--- config.mk ---
export PLATFORM = sky130hd
export DESIGN_NAME = instq_ctl
export DESIGN_NICKNAME = d
export VERILOG_FILES = /design/src/rtl/instq_pkg.sv /design/src/rtl/instq_regs.sv /design/src/rtl/instq_ring.sv /design/src/rtl/instq_flight.sv /design/src/rtl/instq_ctl.sv
export SDC_FILE = /design/constraint.sdc
export NUM_CORES = 1
export LEC_CHECK = 0
export ABC_AREA = 1
export CORE_UTILIZATION = 33
export DETAILED_ROUTE_END_ITERATION = 8
export DONT_BUFFER_PORTS = 1
export MAX_ROUTING_LAYER = met4
export SKIP_LAST_GASP = 1
export SLEW_MARGIN = 20
export SYNTH_ARGS = -nofsm -noshare
export SYNTH_HDL_FRONTEND = slang
export SYNTH_SLANG_ARGS = --single-unit
--- constraint.sdc ---
create_clock -name clk -period 14.2 [get_ports clk]
set_input_delay 4.26 -clock clk [delete_from_list [all_inputs] [get_ports clk]]
set_output_delay 4.26 -clock clk [all_outputs]
set_load 0.01 [all_outputs]
--- src/rtl/instq_pkg.sv ---
package instq_pkg;

  typedef enum logic [1:0] {
    REG_BASE = 2'd0,
    REG_SIZE = 2'd1,
    REG_CTRL = 2'd2,
    REG_PROG = 2'd3
  } reg_sel_e;

  localparam int SLOTS_PER_UNIT = 40;
  localparam int GRP_BYTES_PER_UNIT = 16;
  localparam int ALIGN_SH = 7;
  localparam int FLIGHT_LSB = 16;

  // Full ring span in slots.
  function automatic int ring_cap(input int units);
    return units * SLOTS_PER_UNIT;
  endfunction

  // Slots software may fill: one block of forty is held back.
  function automatic int usable_slots(input int units);
    return (units == 0) ? 0 : (units - 1) * SLOTS_PER_UNIT;
  endfunction

  // Byte span of the group area, padded to the alignment boundary.
  function automatic int grp_area_span(input int units);
    int raw;
    raw = units * GRP_BYTES_PER_UNIT;
    return ((raw + (1 << ALIGN_SH) - 1) >> ALIGN_SH) << ALIGN_SH;
  endfunction

endpackage

--- src/rtl/instq_regs.sv ---
module instq_regs
  import instq_pkg::*;
#(
  parameter int DATA_W = 64,
  parameter int ADDR_W = 48,
  parameter int UNIT_W = 8,
  parameter int CNT_W  = 16
) (
  input  logic              clk,
  input  logic              rst_n,
  input  logic              cfg_we,
  input  logic [1:0]        cfg_addr,
  input  logic [DATA_W-1:0] cfg_wdata,
  output logic [DATA_W-1:0] cfg_rdata,
  input  logic              ring_empty,
  input  logic [CNT_W-1:0]  inflight,
  output logic [ADDR_W-1:0] base_o,
  output logic [UNIT_W-1:0] units_o,
  output logic              enq_en_o,
  output logic              exec_en_o,
  output logic              size_load_o
);

  logic [ADDR_W-1:0] base_q;
  logic [UNIT_W-1:0] units_q;
  logic              enq_q, exec_q;
  logic              unused_wdata;

  assign unused_wdata = ^cfg_wdata;

  // Resizing is allowed only on a closed, drained ring.
  assign size_load_o = cfg_we && (cfg_addr == REG_SIZE) && !enq_q && ring_empty;

  always_ff @(posedge clk or negedge rst_n) begin
    if (!rst_n) begin
      base_q  <= '0;
      units_q <= '0;
      enq_q   <= 1'b0;
      exec_q  <= 1'b0;
    end else if (cfg_we) begin
      case (reg_sel_e'(cfg_addr))
        REG_BASE: base_q <= {cfg_wdata[ADDR_W-1:ALIGN_SH], {ALIGN_SH{1'b0}}};
        REG_SIZE: if (size_load_o) units_q <= cfg_wdata[UNIT_W-1:0];
        REG_CTRL: enq_q <= cfg_wdata[0];
        REG_PROG: exec_q <= cfg_wdata[0];
        default: ;
      endcase
    end
  end

  always_comb begin
    cfg_rdata = '0;
    case (reg_sel_e'(cfg_addr))
      REG_BASE: cfg_rdata[ADDR_W-1:0] = base_q;
      REG_SIZE: cfg_rdata[UNIT_W-1:0] = units_q;
      REG_CTRL: cfg_rdata[0] = enq_q;
      REG_PROG: begin
        cfg_rdata[0] = exec_q;
        cfg_rdata[FLIGHT_LSB +: CNT_W] = inflight;
      end
      default: ;
    endcase
  end

  assign base_o    = base_q;
  assign units_o   = units_q;
  assign enq_en_o  = enq_q;
  assign exec_en_o = exec_q;

  AST_SIZE_LOCK: assert property (@(posedge clk) disable iff (!rst_n)
    (cfg_we && cfg_addr == REG_SIZE && enq_q) |=> $stable(units_q));
  AST_CTRL_FIELD: assert property (@(posedge clk) disable iff (!rst_n)
    (cfg_we && cfg_addr == REG_CTRL) |=> (enq_q == $past(cfg_wdata[0])));

endmodule

--- src/rtl/instq_ring.sv ---
module instq_ring
  import instq_pkg::*;
#(
  parameter int UNIT_W = 8,
  parameter int IDX_W  = 14
) (
  input  logic              clk,
  input  logic              rst_n,
  input  logic [UNIT_W-1:0] units,
  input  logic              enq_en,
  input  logic              exec_en,
  input  logic              push_valid,
  input  logic              eng_rdy,
  input  logic              clear,
  output logic              push_ok,
  output logic              push_err,
  output logic              eng_req,
  output logic              dispatch,
  output logic [IDX_W-1:0]  tail,
  output logic [IDX_W-1:0]  head,
  output logic [IDX_W-1:0]  free_cnt,
  output logic              empty
);

  logic [IDX_W-1:0] level, cap, usable;
  logic             room;

  function automatic logic [IDX_W-1:0] bump(input logic [IDX_W-1:0] idx,
                                            input logic [IDX_W-1:0] span);
    logic [IDX_W-1:0] nxt;
    nxt = idx + 1'b1;
    return (nxt == span) ? '0 : nxt;
  endfunction

  always_comb begin
    cap    = IDX_W'(ring_cap(int'(units)));
    usable = IDX_W'(usable_slots(int'(units)));
  end

  assign room     = level < usable;
  assign push_ok  = push_valid && enq_en && room;
  assign push_err = push_valid && !(enq_en && room);
  assign eng_req  = exec_en && (level != '0);
  assign dispatch = eng_req && eng_rdy;
  assign free_cnt = usable - level;
  assign empty    = (level == '0);

  always_ff @(posedge clk or negedge rst_n) begin
    if (!rst_n) begin
      head  <= '0;
      tail  <= '0;
      level <= '0;
    end else if (clear) begin
      head  <= '0;
      tail  <= '0;
      level <= '0;
    end else begin
      if (push_ok)  tail <= bump(tail, cap);
      if (dispatch) head <= bump(head, cap);
      case ({push_ok, dispatch})
        2'b10:   level <= level + 1'b1;
        2'b01:   level <= level - 1'b1;
        default: ;
      endcase
    end
  end

  AST_NO_OVERFLOW: assert property (@(posedge clk) disable iff (!rst_n)
    level <= usable);
  AST_REJECT_HOLDS_TAIL: assert property (@(posedge clk) disable iff (!rst_n)
    (push_err && !clear) |=> $stable(tail));
  AST_DRAIN_STEP: assert property (@(posedge clk) disable iff (!rst_n)
    (dispatch && !push_ok && !clear) |=> (level == $past(level) - IDX_W'(1)));

endmodule

--- src/rtl/instq_flight.sv ---
module instq_flight #(
  parameter int CNT_W = 16
) (
  input  logic             clk,
  input  logic             rst_n,
  input  logic             dispatch,
  input  logic             done,
  output logic [CNT_W-1:0] cnt
);

  localparam logic [CNT_W-1:0] TOP = {CNT_W{1'b1}};

  always_ff @(posedge clk or negedge rst_n) begin
    if (!rst_n) begin
      cnt <= '0;
    end else begin
      case ({dispatch, done})
        2'b10:   if (cnt != TOP) cnt <= cnt + 1'b1;
        2'b01:   if (cnt != '0)  cnt <= cnt - 1'b1;
        default: ;
      endcase
    end
  end

  AST_FLIGHT_UP: assert property (@(posedge clk) disable iff (!rst_n)
    (dispatch && !done && cnt != TOP) |=> (cnt == $past(cnt) + 1'b1));
  AST_FLIGHT_FLOOR: assert property (@(posedge clk) disable iff (!rst_n)
    (done && !dispatch && cnt == '0) |=> (cnt == '0));
  AST_FLIGHT_BOTH: assert property (@(posedge clk) disable iff (!rst_n)
    (dispatch && done) |=> $stable(cnt));

endmodule

--- src/rtl/instq_ctl.sv ---
module instq_ctl
  import instq_pkg::*;
#(
  parameter int DATA_W = 64,
  parameter int ADDR_W = 48,
  parameter int UNIT_W = 8,
  parameter int CNT_W  = 16,
  localparam int IDX_W = $clog2(((1 << UNIT_W) - 1) * SLOTS_PER_UNIT + 1)
) (
  input  logic              clk,
  input  logic              rst_n,
  input  logic              cfg_we,
  input  logic [1:0]        cfg_addr,
  input  logic [DATA_W-1:0] cfg_wdata,
  output logic [DATA_W-1:0] cfg_rdata,
  input  logic              push_valid,
  output logic              push_ok,
  output logic              push_err,
  output logic [IDX_W-1:0]  tail_idx,
  output logic              eng_req,
  input  logic              eng_rdy,
  output logic [IDX_W-1:0]  head_idx,
  input  logic              eng_done,
  output logic [ADDR_W-1:0] inst_base,
  output logic [IDX_W-1:0]  free_cnt
);

  logic [ADDR_W-1:0] base;
  logic [UNIT_W-1:0] units;
  logic              enq_en, exec_en, size_load;
  logic              ring_empty, dispatch;
  logic [CNT_W-1:0]  inflight;

  instq_regs #(
    .DATA_W(DATA_W), .ADDR_W(ADDR_W), .UNIT_W(UNIT_W), .CNT_W(CNT_W)
  ) u_regs (
    .clk        (clk),
    .rst_n      (rst_n),
    .cfg_we     (cfg_we),
    .cfg_addr   (cfg_addr),
    .cfg_wdata  (cfg_wdata),
    .cfg_rdata  (cfg_rdata),
    .ring_empty (ring_empty),
    .inflight   (inflight),
    .base_o     (base),
    .units_o    (units),
    .enq_en_o   (enq_en),
    .exec_en_o  (exec_en),
    .size_load_o(size_load)
  );

  instq_ring #(
    .UNIT_W(UNIT_W), .IDX_W(IDX_W)
  ) u_ring (
    .clk       (clk),
    .rst_n     (rst_n),
    .units     (units),
    .enq_en    (enq_en),
    .exec_en   (exec_en),
    .push_valid(push_valid),
    .eng_rdy   (eng_rdy),
    .clear     (size_load),
    .push_ok   (push_ok),
    .push_err  (push_err),
    .eng_req   (eng_req),
    .dispatch  (dispatch),
    .tail      (tail_idx),
    .head      (head_idx),
    .free_cnt  (free_cnt),
    .empty     (ring_empty)
  );

  instq_flight #(
    .CNT_W(CNT_W)
  ) u_flight (
    .clk     (clk),
    .rst_n   (rst_n),
    .dispatch(dispatch),
    .done    (eng_done),
    .cnt     (inflight)
  );

  // The instruction area follows the padded group area.
  assign inst_base = base + ADDR_W'(grp_area_span(int'(units)));

  AST_SIZE_NEEDS_IDLE: assert property (@(posedge clk) disable iff (!rst_n)
    size_load |=> (head_idx == '0 && tail_idx == '0));

endmodule

* Yosys cells after proc, flatten, opt, wreduce, memory -nomap -nowiden
Index checks and enable logic that the tools add are counted.
** Cells by class
- Muxes and demuxes :: 17
- Multiply operators :: 2
- Add/subtract/negate cells :: 11
- Eq/ne operators :: 12
- $lt $le $gt $ge :: 1
- Reduce and logical (&&, ||, !) cells :: 25
** Operators by type and width (number)
- $mux W14 :: 8
- $pmux W16 S2 :: 2
- $add A48 B48 Y48 :: 1
- $mux W16 :: 3
- $add A14 B1 Y14 const B :: 3
- $mul A32 B4 Y11 const B :: 1
- $eq A14 B14 Y1 :: 2
- $pmux W14 S2 :: 1
- $add A16 B1 Y16 const B :: 1
- $ne A16 B16 Y1 const B :: 1
- $reduce_bool A16 Y1 :: 1
- $sub A16 B1 Y16 const B :: 1
- $logic_not A14 Y1 :: 1
- $lt A14 B14 Y1 :: 1
- $pmux W7 S2 :: 1
- $reduce_bool A14 Y1 :: 1
- $sub A13 B1 Y14 const B :: 1
- $sub A14 B1 Y14 const B :: 1
- $sub A14 B14 Y14 :: 1
- $add A12 B8 Y13 const B :: 1
- $mul A8 B3 Y11 const B :: 1
- $logic_and A1 B1 Y1 :: 9
- $sub A8 B1 Y9 const B :: 1
- $eq A2 B2 Y1 const B :: 4
- 11 further kinds :: 20
** Storage, ports and cells
- Bits in registers :: 109
- Logic and storage cells :: 76
- Input bits :: 72
- Output and inout port bits :: 157

* Longest topological paths before layout
Gate-level depths: netlist of the first run.
- Depth after elaboration :: 8
- Mapped depth :: 37

* Cells and area by module
From an unflattened synthesis of the first run, not the netlist that was laid out.
** Second synthesis, totals
- Cells, all modules :: 1851
- Area total of the unflattened synthesis :: 11532.3 sq um
** By module, submodules not included
- instq_ring :: instances 1, area each 5290.1 sq um, cells an instance 830
- instq_regs :: instances 1, area each 2810.2 sq um, cells an instance 384
- instq_flight :: instances 1, area each 1759.2 sq um, cells an instance 287
- instq_ctl :: instances 1, area each 1672.9 sq um, cells an instance 350

* Least setup slack after synthesis of the first run
Ideal clock, no wire load.
- Kind :: input-to-output
- Start point :: input port cfg_addr[0]
- End point :: output port cfg_rdata[16]
- Arrival :: 5232 ps
- Stages on the path :: 6
- Setup slack :: 4708 ps
- Cell sequence :: inv_1 > ha_1 > clkbuf_1 > clkbuf_1 > nand2_1 > a21oi_1
** Between the ends
- Longest elaborated chain between the ends :: 2
** Ends and longest elaborated chain
- from (decl) :: line instq_ctl.sv:13 : input logic [1:0] cfg_addr,
- $eq A2 B2 Y1 or $logic_not A2 Y1 (tied branches) :: line instq_regs.sv:53 : case (reg_sel_e'(cfg_addr))
- $pmux W16 S2 (*) :: line instq_regs.sv:53
- to (decl) :: line instq_ctl.sv:15 : output logic [DATA_W-1:0] cfg_rdata,
Mark *: on every way between the ends. The rest lies on a longest branch, timed or not.

* Final worst setup path of the first run
- Start point :: input port cfg_addr[0]
- End point :: output port cfg_rdata[17]
The elaborated chain is that of the path after synthesis.

==> flow_metrics.tcl, run 1 <==
set metrics [dict create \
    synth.largest_area_cell "dfrtp_1" \
    holdWs_ns 0.515 \
    synth_area_leaders "dfrtp_1 26%, nand2_1 17%, ha_1 9.3%" \
    hp-class "flop to flop" \
    p_leak_uw 0.00578 \
    die_w_um 180 \
    yosysWarnings 0 \
    grt_pass1_wl_um 51000 \
    crit_required_ns 9.94 \
    fmaxAchievable_mhz 101 \
    cts_tree "built" \
    relSlewSlack_pct 35.4 \
    synth_top_area_share_pct 25.9 \
    final_max_slew_viol_count 0 \
    start_util_pct 33.9 \
    p_per_area_nw_per_um2 171 \
    overflow 0 \
    period_minus_slack_ns 9.95 \
    n_fill_cell 3347 \
    routed-via-count 9994 \
    ir_drop_mv 0.0780 \
    core_area_um2 31000 \
    cts.sinks 109 \
    setup_viol 0 \
    ios 229 \
    netlist_area_um2 10500 \
    ant_nets 0 \
    ctsResizeCount 0 \
    finalSetupTns_ns 0 \
    fin_ws_ns 4.25 \
    critical_path_class "primary input to primary output" \
    cts_buffers 9 \
    drive_gt1_share_pct 6.45 \
    drt-total-wl_um 32000 \
    yosysMostFrequentCell "nand2_1" \
    end_kind "primary output" \
    pre_cts_ws_ns 4.24 \
    synthToLayoutAreaGrowth_pct 5.44 \
    antenna_found_initial 2 \
    status "completed" \
    fin_area_um2 11100 \
    grt_max_degree 110 \
    first_pass_iters 5 \
    cp-start-kind "primary input" \
    wl_per_cell_um 16.3 \
    final_util_pct 35.8 \
    drt-initial-drc-count 602 \
    cts_setup_buffers 0 \
    dieArea_um2 32600 \
    clkLatencyLatePin_ns 0.38 \
    synth_edf_count 0 \
    syn_inst 1586 \
    cts_root_buf "clkbuf_16" \
    cp_max_fo 43 \
    place_area_um2 10800 \
    cp-startpoint "cfg_addr[0]" \
    h-tree-depth 3 \
    cts_buffer_depth 2 \
    rsz0062_at_grt "no" \
    port_buffers 0 \
    clk_pin_slew_ns 0.08 \
    die_h_um 180 \
    hold_buffers 0 \
    ys_seq_area_share_pct 25.9 \
    ys_types 48 \
    drc 0 \
    crit_arrival_ns 5.69 \
    grt_pass1_vias 9511 \
    period_share_pct 70.0 \
    seq_area_um2 2730 \
    hpwl_um 25300 \
    viasPerCell 5.09 \
    nets 1717 \
    multiInputGateArea_um2 6730 \
    fp-row-count 64 \
    hold_viol 0 \
    ys_ff_latch 109 \
    ys.flop_type "dfrtp_1" \
    routabilityCongestion 0.963 \
    crit-reg2reg-launch "u_regs.units_o[0]$_DFFE_PN0P_" \
    synthTopCellsByCount "482 x nand2_1, 204 x inv_1, 142 x nor2_1" \
    tightestPinTransition_ns 0.969 \
    finClkSkew_ns 0.0131 \
    synth.avg_cell_area_um2 6.63 \
    grt_usage_pct 20.5 \
    drv_cap 0 \
    async_flop_share_pct 100 \
    hp-start "u_ring.level[7]$_DFFE_PN0P_" \
]
==> report_power, final <==
group	internal, uW	switching (uW)	leakage (uW)
combinational	389	728	0.00429
clock	143	131	0.000145
sequential	388	120	0.00135
==> cells by family (layout without fill, tap and decap cells) <==
group,Yosys count,count (layout),share of synthesized area [%]
AND/OR/NAND/NOR,854,854,35.0
buffers and inverters,271,230,10.9
AO/OA/AOI/OAI,169,169,9.08
flip-flops,109,109,25.9
adder cells (fa/ha/maj),83,83,10.2
XOR/XNOR,74,74,6.16
multiplexers,25,25,2.68
other,1,25,0.0357
==> through the flow <==
step                cells  power, uW
global placement     1947       1610
floorplan            1608       1370
finish               1965       1900
CTS                  1963       1910
global route         1965       2080
detailed placement   1947       1630
==> layer usage <==
layer / GRT usage [%] / part of all wire [%] / vias to the layer above
met4: 7.86 / 3.1 / 0
met3: 4.67 / 6.1 / 47
li1: - / - / 5012
met1: 25.6 / 45 / 4606
met2: 32.1 / 46 / 329
met5: - / 0 / -
==> worst max-delay path, cell delays in order <==
cell and delay [ns]:
inv_1 0.06, ha_2 0.82, nand2_1 0.12, a21oi_1 0.40
==> state kept, by name, summed over array words and instances (netlist names) <==
name,flops
u_regs.exec_en_o,1
u_ring.tail,14
u_regs.base_o,41
u_ring.head,14
u_flight.cnt,16
u_regs.units_o,8
u_ring.level,14
u_regs.enq_en_o,1
==> layout by cell type (no fill, tap or decap), types with 6 or more instances in the layout <==
cell | Yosys | routed
a21o_1 | 6 | 6
a21oi_1 | 88 | 88
clkbuf_16 | 0 | 9
conb_1 | 1 | 23
dfrtp_1 | 109 | 109
ha_1 | 78 | 77
inv_1 | 204 | 204
inv_2 | 6 | 6
mux2_2 | 25 | 25
nand2_1 | 482 | 481
nand2_2 | 20 | 21
nand3_1 | 103 | 103
nand4_1 | 33 | 33
nor2_1 | 142 | 142
nor3_1 | 32 | 32
nor4_1 | 11 | 11
o21ai_0 | 41 | 41
o21bai_1 | 7 | 7
or2_2 | 7 | 7
xnor2_1 | 13 | 13
xor2_1 | 61 | 61
==> worst paths after layout <==
| check | to | slack [ns] | depth (start not counted) |
|---|---|---|---|
| worst max-delay path | cfg_rdata[17] | 4.25 | 4 |
| min in group asynchronous | u_regs.units_o[3]$_DFFE_PN0P_ | 3.57 | 0 |
| max in group asynchronous | u_flight.cnt[10]$_DFFE_PN0P_ | 10.39 | 0 |
| worst max register to register | u_ring.level[12]$_DFFE_PN0P_ | 7.59 | 34 |
| worst min-delay path | u_ring.level[7]$_DFFE_PN0P_ | 0.52 | 2 |
| worst min register to register | u_ring.level[7]$_DFFE_PN0P_ | 0.52 | 2 |
==> cell type report <==
class,count,area share [%]
timing repair buffer,3,0.203
clock inverter,6,0.643
multi-input combinational,1228,60.7
inverter,211,7.14
antenna,2,0.0451
tap,396,4.47
sequential,109,24.6
clock buffer,10,2.16
(Power assumes the default switching activity.)
==> run 2: changes to the inputs <==
- clock period: 14.2 -> 9.9 ns (I/O delays scaled with it)
==> run 2 against run 1 <==
Die area unchanged. Hold slack got worse by 0.0025 ns. Total power increased by 43%. Cell count unchanged. First-iteration DRC count grew 1.3%. Sequential power grew 43%. Count of clock-buffer cells in the layout rose by 1. Sequential share of layout area about the same. Largest cell class unchanged.
==> flow_metrics.tcl, run 2 (synthesis results as in run 1) <==
set metrics [dict create \
    overflow 0 \
    nets 1717 \
    cts_buffer_depth 2 \
    finClkSkew_ns 0.0152 \
    cp-start-kind "flop" \
    final_max_slew_viol_count 0 \
    clk_pin_slew_ns 0.08 \
    grt_pass1_wl_um 50900 \
    pre_cts_ws_ns 2.26 \
    fmaxAchievable_mhz 125 \
    ios 229 \
    drt-initial-drc-count 610 \
    p_per_area_nw_per_um2 245 \
    rsz0062_at_grt "no" \
    grt_pass1_vias 9382 \
    hold_viol 0 \
    routed-via-count 9949 \
    crit_arrival_ns 5.03 \
    die_h_um 180 \
    wl_per_cell_um 16.2 \
    hpwl_um 25000 \
    cp_max_fo 19 \
    drc 0 \
    core_area_um2 31000 \
    relSlewSlack_pct 36.1 \
    cts_setup_buffers 0 \
    hold_buffers 0 \
    p_leak_uw 0.00577 \
    h-tree-depth 3 \
    ant_nets 0 \
    holdPathStages 2 \
    fp-row-count 64 \
    ir_drop_mv 0.110 \
    critical_path_class "flop to primary output" \
    viasPerCell 5.06 \
    power.total_uw 2710 \
    finalSetupTns_ns 0 \
    cts_tree "built" \
    final_common_cell "nand2_1" \
    synthToLayoutAreaGrowth_pct 5.28 \
    port_buffers 0 \
    dieArea_um2 32600 \
    first_pass_iters 5 \
    grt_max_degree 110 \
    end_kind "primary output" \
    status "completed" \
    drive_gt1_share_pct 6.32 \
    start_util_pct 33.9 \
    cts.sinks 109 \
    period_minus_slack_ns 8.00 \
    fin_ws_ns 1.90 \
    drv_cap 0 \
    antenna_found_initial 2 \
    hp-class "flop to flop" \
    grt_usage_pct 20.4 \
    ctsResizeCount 0 \
    crit_required_ns 6.93 \
    routabilityCongestion 0.966 \
    tightestPinTransition_ns 0.958 \
    cts_buffers 9 \
    die_w_um 180 \
    clkLatencyLatePin_ns 0.39 \
    drt-total-wl_um 31900 \
    setup_viol 0 \
    r2r_cells 34 \
    period_share_pct 80.8 \
    largest_reg_flops 41 \
    cts_root_buf "clkbuf_16" \
    final_cell_mix "481 x nand2_1, 204 x inv_1, 142 x nor2_1, 109 x dfrtp_1, 103 x nand3_1" \
]
[run 2: cell types whose count changed in the layout (fill, tap and decap cells not counted), sizes merged]
cell	before	now
clkinvlp	2	3
clkbuf	10	11
inv	211	210
clkinv	3	2
[run 2: layer usage]
layer  vias to the layer above  GRT usage (%)  wire length (um)
met5                         -              -                 0
met4                         0           7.90              1020
met3                        52           5.05              1780
met2                       267           31.4             14400
met1                      4628           25.6             14700
li1                       5002              -                 -
[run 2: cell type report]
class / count / area (um^2)
clock buffer: 11 / 233
clock inverter: 5 / 61.3
fill: 3421 / 19900
inverter: 211 / 792
tap: 396 / 495
sequential: 109 / 2730
multi-input combinational: 1228 / 6730
antenna: 2 / 5.00
timing repair buffer: 3 / 22.5
[run 2: stage by stage]
stage	instance area, um^2	std cells	util (%)	hold slack [ns]
floorplan	10600	1608	-	0.469
global placement	10800	1947	34.8	0.486
detailed placement	10800	1947	34.8	0.497
CTS	11100	1963	35.7	0.516
global route	11100	1965	35.7	0.545
finish	11100	1965	35.7	0.512
[run 2: worst paths after layout]
path,start,endpoint,slack (ns)
setup / recovery,u_regs.units_o[0]$_DFFE_PN0P_,push_ok,1.90
hold / removal,u_ring.level[12]$_DFFE_PN0P_,u_ring.level[12]$_DFFE_PN0P_,0.51
setup reg to reg,u_regs.units_o[0]$_DFFE_PN0P_,u_ring.level[12]$_DFFE_PN0P_,3.22
hold reg to reg,u_ring.level[12]$_DFFE_PN0P_,u_ring.level[12]$_DFFE_PN0P_,0.51
max in group asynchronous,rst_n,u_flight.cnt[7]$_DFFE_PN0P_,7.41
min in group asynchronous,rst_n,u_ring.level[1]$_DFFE_PN0P_,2.28
[run 2: report_power, final]
| group | leakage, uW | total, uW | switching [uW] | internal (uW) |
|---|---|---|---|---|
| registers | 0.00135 | 728 | 171 | 557 |
| clock network | 0.000132 | 383 | 186 | 197 |
| logic | 0.00429 | 1600 | 1040 | 560 |
| total | 0.00577 | 2710 | 1400 | 1310 |
[run 2: critical path, cell delays in order (launching register included)]
cell and delay, ns:
dfrtp_1 0.37, buf_4 0.18, inv_1 0.22, ha_1 0.23, nand2_1 0.11, nor2_1 0.16
xor2_1 0.20, inv_1 0.09, ha_1 0.35, fa_1 0.45, nand2_1 0.07, inv_1 0.04
o21ai_0 0.21, a21oi_1 0.13, nor2_1 0.12, nor2_1 0.06, nor3_1 0.14, nor3_1 0.09
ha_1 0.40, nand2_2 0.08, nor2_1 0.13, and2_1 0.13, nand2_1 0.06, nand3_2 0.11
nand3_4 0.25, inv_2 0.23
==> run 3: changes to the inputs <==
- clock period: 9.9 -> 6.68 ns (I/O delays scaled with it)
==> run 3 against run 2 <==
Hold slack got worse by 0.0013 ns. Die area unchanged. Clock skew rose by 0.0051 ns. Combinational power is 52% higher. Non-clock buffer count rose by 8.
==> flow_metrics.tcl, run 3 (synthesis results as in run 1) <==
set metrics [dict create \
    crit_buf_inv 3 \
    final_cell_mix "481 x nand2_1, 203 x inv_1, 141 x nor2_1, 107 x dfrtp_1, 103 x nand3_1" \
    cts.sinks 109 \
    nets 1725 \
    routabilityCongestion 0.953 \
    crit_chain "inv_4 > ha_1 > nand2_1 > nor2_2 > nand3_1 > nor3_1 > ha_1 > ha_1 > inv_1 > nor4_1 > nand2_1 > o211ai_1 > a21oi_1 > o21a_1 > ha_1 > nand2_2 > nor2_1 > and2_1 > nand2_1 > nand3_2 > nand3_1 > nand2_1 > inv_1" \
    antenna_found_initial 2 \
    drc 0 \
    dp.cells 1951 \
    dieArea_um2 32600 \
    p_per_area_nw_per_um2 361 \
    drt-total-wl_um 32000 \
    drv_cap 0 \
    cts_buffer_depth 2 \
    end_kind "primary output" \
    final_common_cell "nand2_1" \
    final_max_slew_viol_count 0 \
    final_cells 1971 \
    cts_tree "built" \
    synthToLayoutAreaGrowth_pct 5.95 \
    place_area_um2 10800 \
    cp_max_fo 5 \
    finClkSkew_ns 0.0204 \
    routed-via-count 10000 \
    n_fill_cell 3334 \
    hold_viol 0 \
    p_leak_uw 0.00580 \
    setup_viol 0 \
    clk_pin_slew_ns 0.08 \
    port_buffers 0 \
    h-tree-depth 3 \
    cp_slowest_cell "dfrtp_1" \
    overflow 0 \
    viasPerCell 5.08 \
    cp-start-kind "flop" \
    grt_usage_pct 20.6 \
    fp-row-count 64 \
    critPathMaxStageDelay_ns 0.42 \
    hp-class "flop to flop" \
    cts_root_buf "clkbuf_16" \
    hold_buffers 0 \
    die_w_um 180 \
    ios 229 \
    drive_gt1_share_pct 7.50 \
    drt-initial-drc-count 692 \
    crit_required_ns 4.68 \
    period_share_pct 94.7 \
    period_minus_slack_ns 6.32 \
    grt_pass1_wl_um 51300 \
    tightestPinTransition_ns 0.745 \
    die_h_um 180 \
    largest_reg_flops 41 \
    grt_max_degree 110 \
    relSlewSlack_pct 50.3 \
    grt_pass1_vias 9342 \
    ant_nets 0 \
    fin_area_um2 11100 \
    ir_drop_mv 0.165 \
    wl_per_cell_um 16.2 \
    critical_path_class "flop to primary output" \
    hpwl_um 25100 \
    critPathTopFamily "simple AND/OR/NAND/NOR gates" \
    status "completed" \
    cts_buffers 9 \
    core_area_um2 31000 \
    first_pass_iters 5 \
    holdWs_ns 0.511 \
    fmaxAchievable_mhz 158 \
    start_util_pct 33.9 \
    final_util_pct 35.9 \
    crit_arrival_ns 4.32 \
    clkLatencyLatePin_ns 0.38 \
]
==> run 3: cell count changes in the layout (fill, tap and decap cells not counted), moves of 3 or more <==
| cell | previous run | this run |
|---|---|---|
| clkinv_2 | 0 | 3 |
| buf_4 | 3 | 11 |
| nor3_2 | 1 | 4 |
| nor3_1 | 32 | 29 |
==> run 3: path summary, 6_finish.rpt <==
kind | startpoint | endpoint | slack (ns) | depth (start not counted)
worst max-delay path | u_regs.units_o[0]$_DFFE_PN0P_ | push_err | 0.36 | 23
worst min-delay path | u_ring.level[4]$_DFFE_PN0P_ | u_ring.level[4]$_DFFE_PN0P_ | 0.51 | 2
worst max register to register | u_regs.units_o[0]$_DFFE_PN0P_ | u_ring.level[12]$_DFFE_PN0P_ | 0.85 | 31
worst min register to register | u_ring.level[4]$_DFFE_PN0P_ | u_ring.level[4]$_DFFE_PN0P_ | 0.51 | 2
max in group asynchronous | rst_n | u_regs.base_o[13]$_DFFE_PN0P_ | 5.13 | 0
min in group asynchronous | rst_n | u_regs.units_o[7]$_DFFE_PN0P_ | 1.32 | 0
==> run 3: power breakdown <==
| part | internal (uW) | switching (uW) | total, uW |
|---|---|---|---|
| combinational | 862 | 1570 | 2430 |
| sequential | 825 | 250 | 1080 |
| clock | 248 | 271 | 519 |
| total | 1940 | 2090 | 4030 |
==> run 3: through the flow <==
stage	total power [uW]	TNS [ns]	setup WS (ns)
finish	4030	0	0.357
global route	4420	-0.0166	-0.0166
CTS	4000	0	0.0273
detailed placement	3460	0	0.404
global placement	3420	0	0.411
floorplan	2920	0	0.719
==> run 3: metal layers <==
metal | routed length [um] | up-vias | share of wire, % | GRT usage (%)
met3 | 1780 | 51 | 5.6 | 4.12
met5 | 0 | - | 0 | -
met4 | 975 | 0 | 3.0 | 7.49
met1 | 14900 | 4670 | 46 | 26.8
li1 | - | 5004 | - | -
met2 | 14400 | 289 | 45 | 31.3
==> run 3: what timing repair did <==
item | in CTS | in global routing
setup buffers | 0 | 4
pin swaps | 0 | 4
setup endpoints to repair | 1 | 6
resized for setup | 1 | 12
==> run 3: cell type report <==
| type | count | area [um^2] | share of cell area [%] |
|---|---|---|---|
| Clock buffer | 9 | 225 | 2.02 |
| Sequential cell | 109 | 2730 | 24.5 |
| Inverter | 211 | 795 | 7.13 |
| Tap cell | 396 | 495 | 4.45 |
| Multi-Input combinational cell | 1228 | 6780 | 60.8 |
| Timing Repair Buffer | 11 | 82.6 | 0.741 |
| Antenna cell | 2 | 5.00 | 0.0449 |
| Clock inverter | 5 | 30.0 | 0.270 |
==> run 3: worst register-to-register path: cells and delay by family (launching register included) <==
family	cells	cell delay (ns)
AOI/OAI and AO/OA	7	1.18
and+or+nand+nor	16	2.18
adders and majority gates	5	1.58
DFF	1	0.42
buffers and inverters	3	0.37
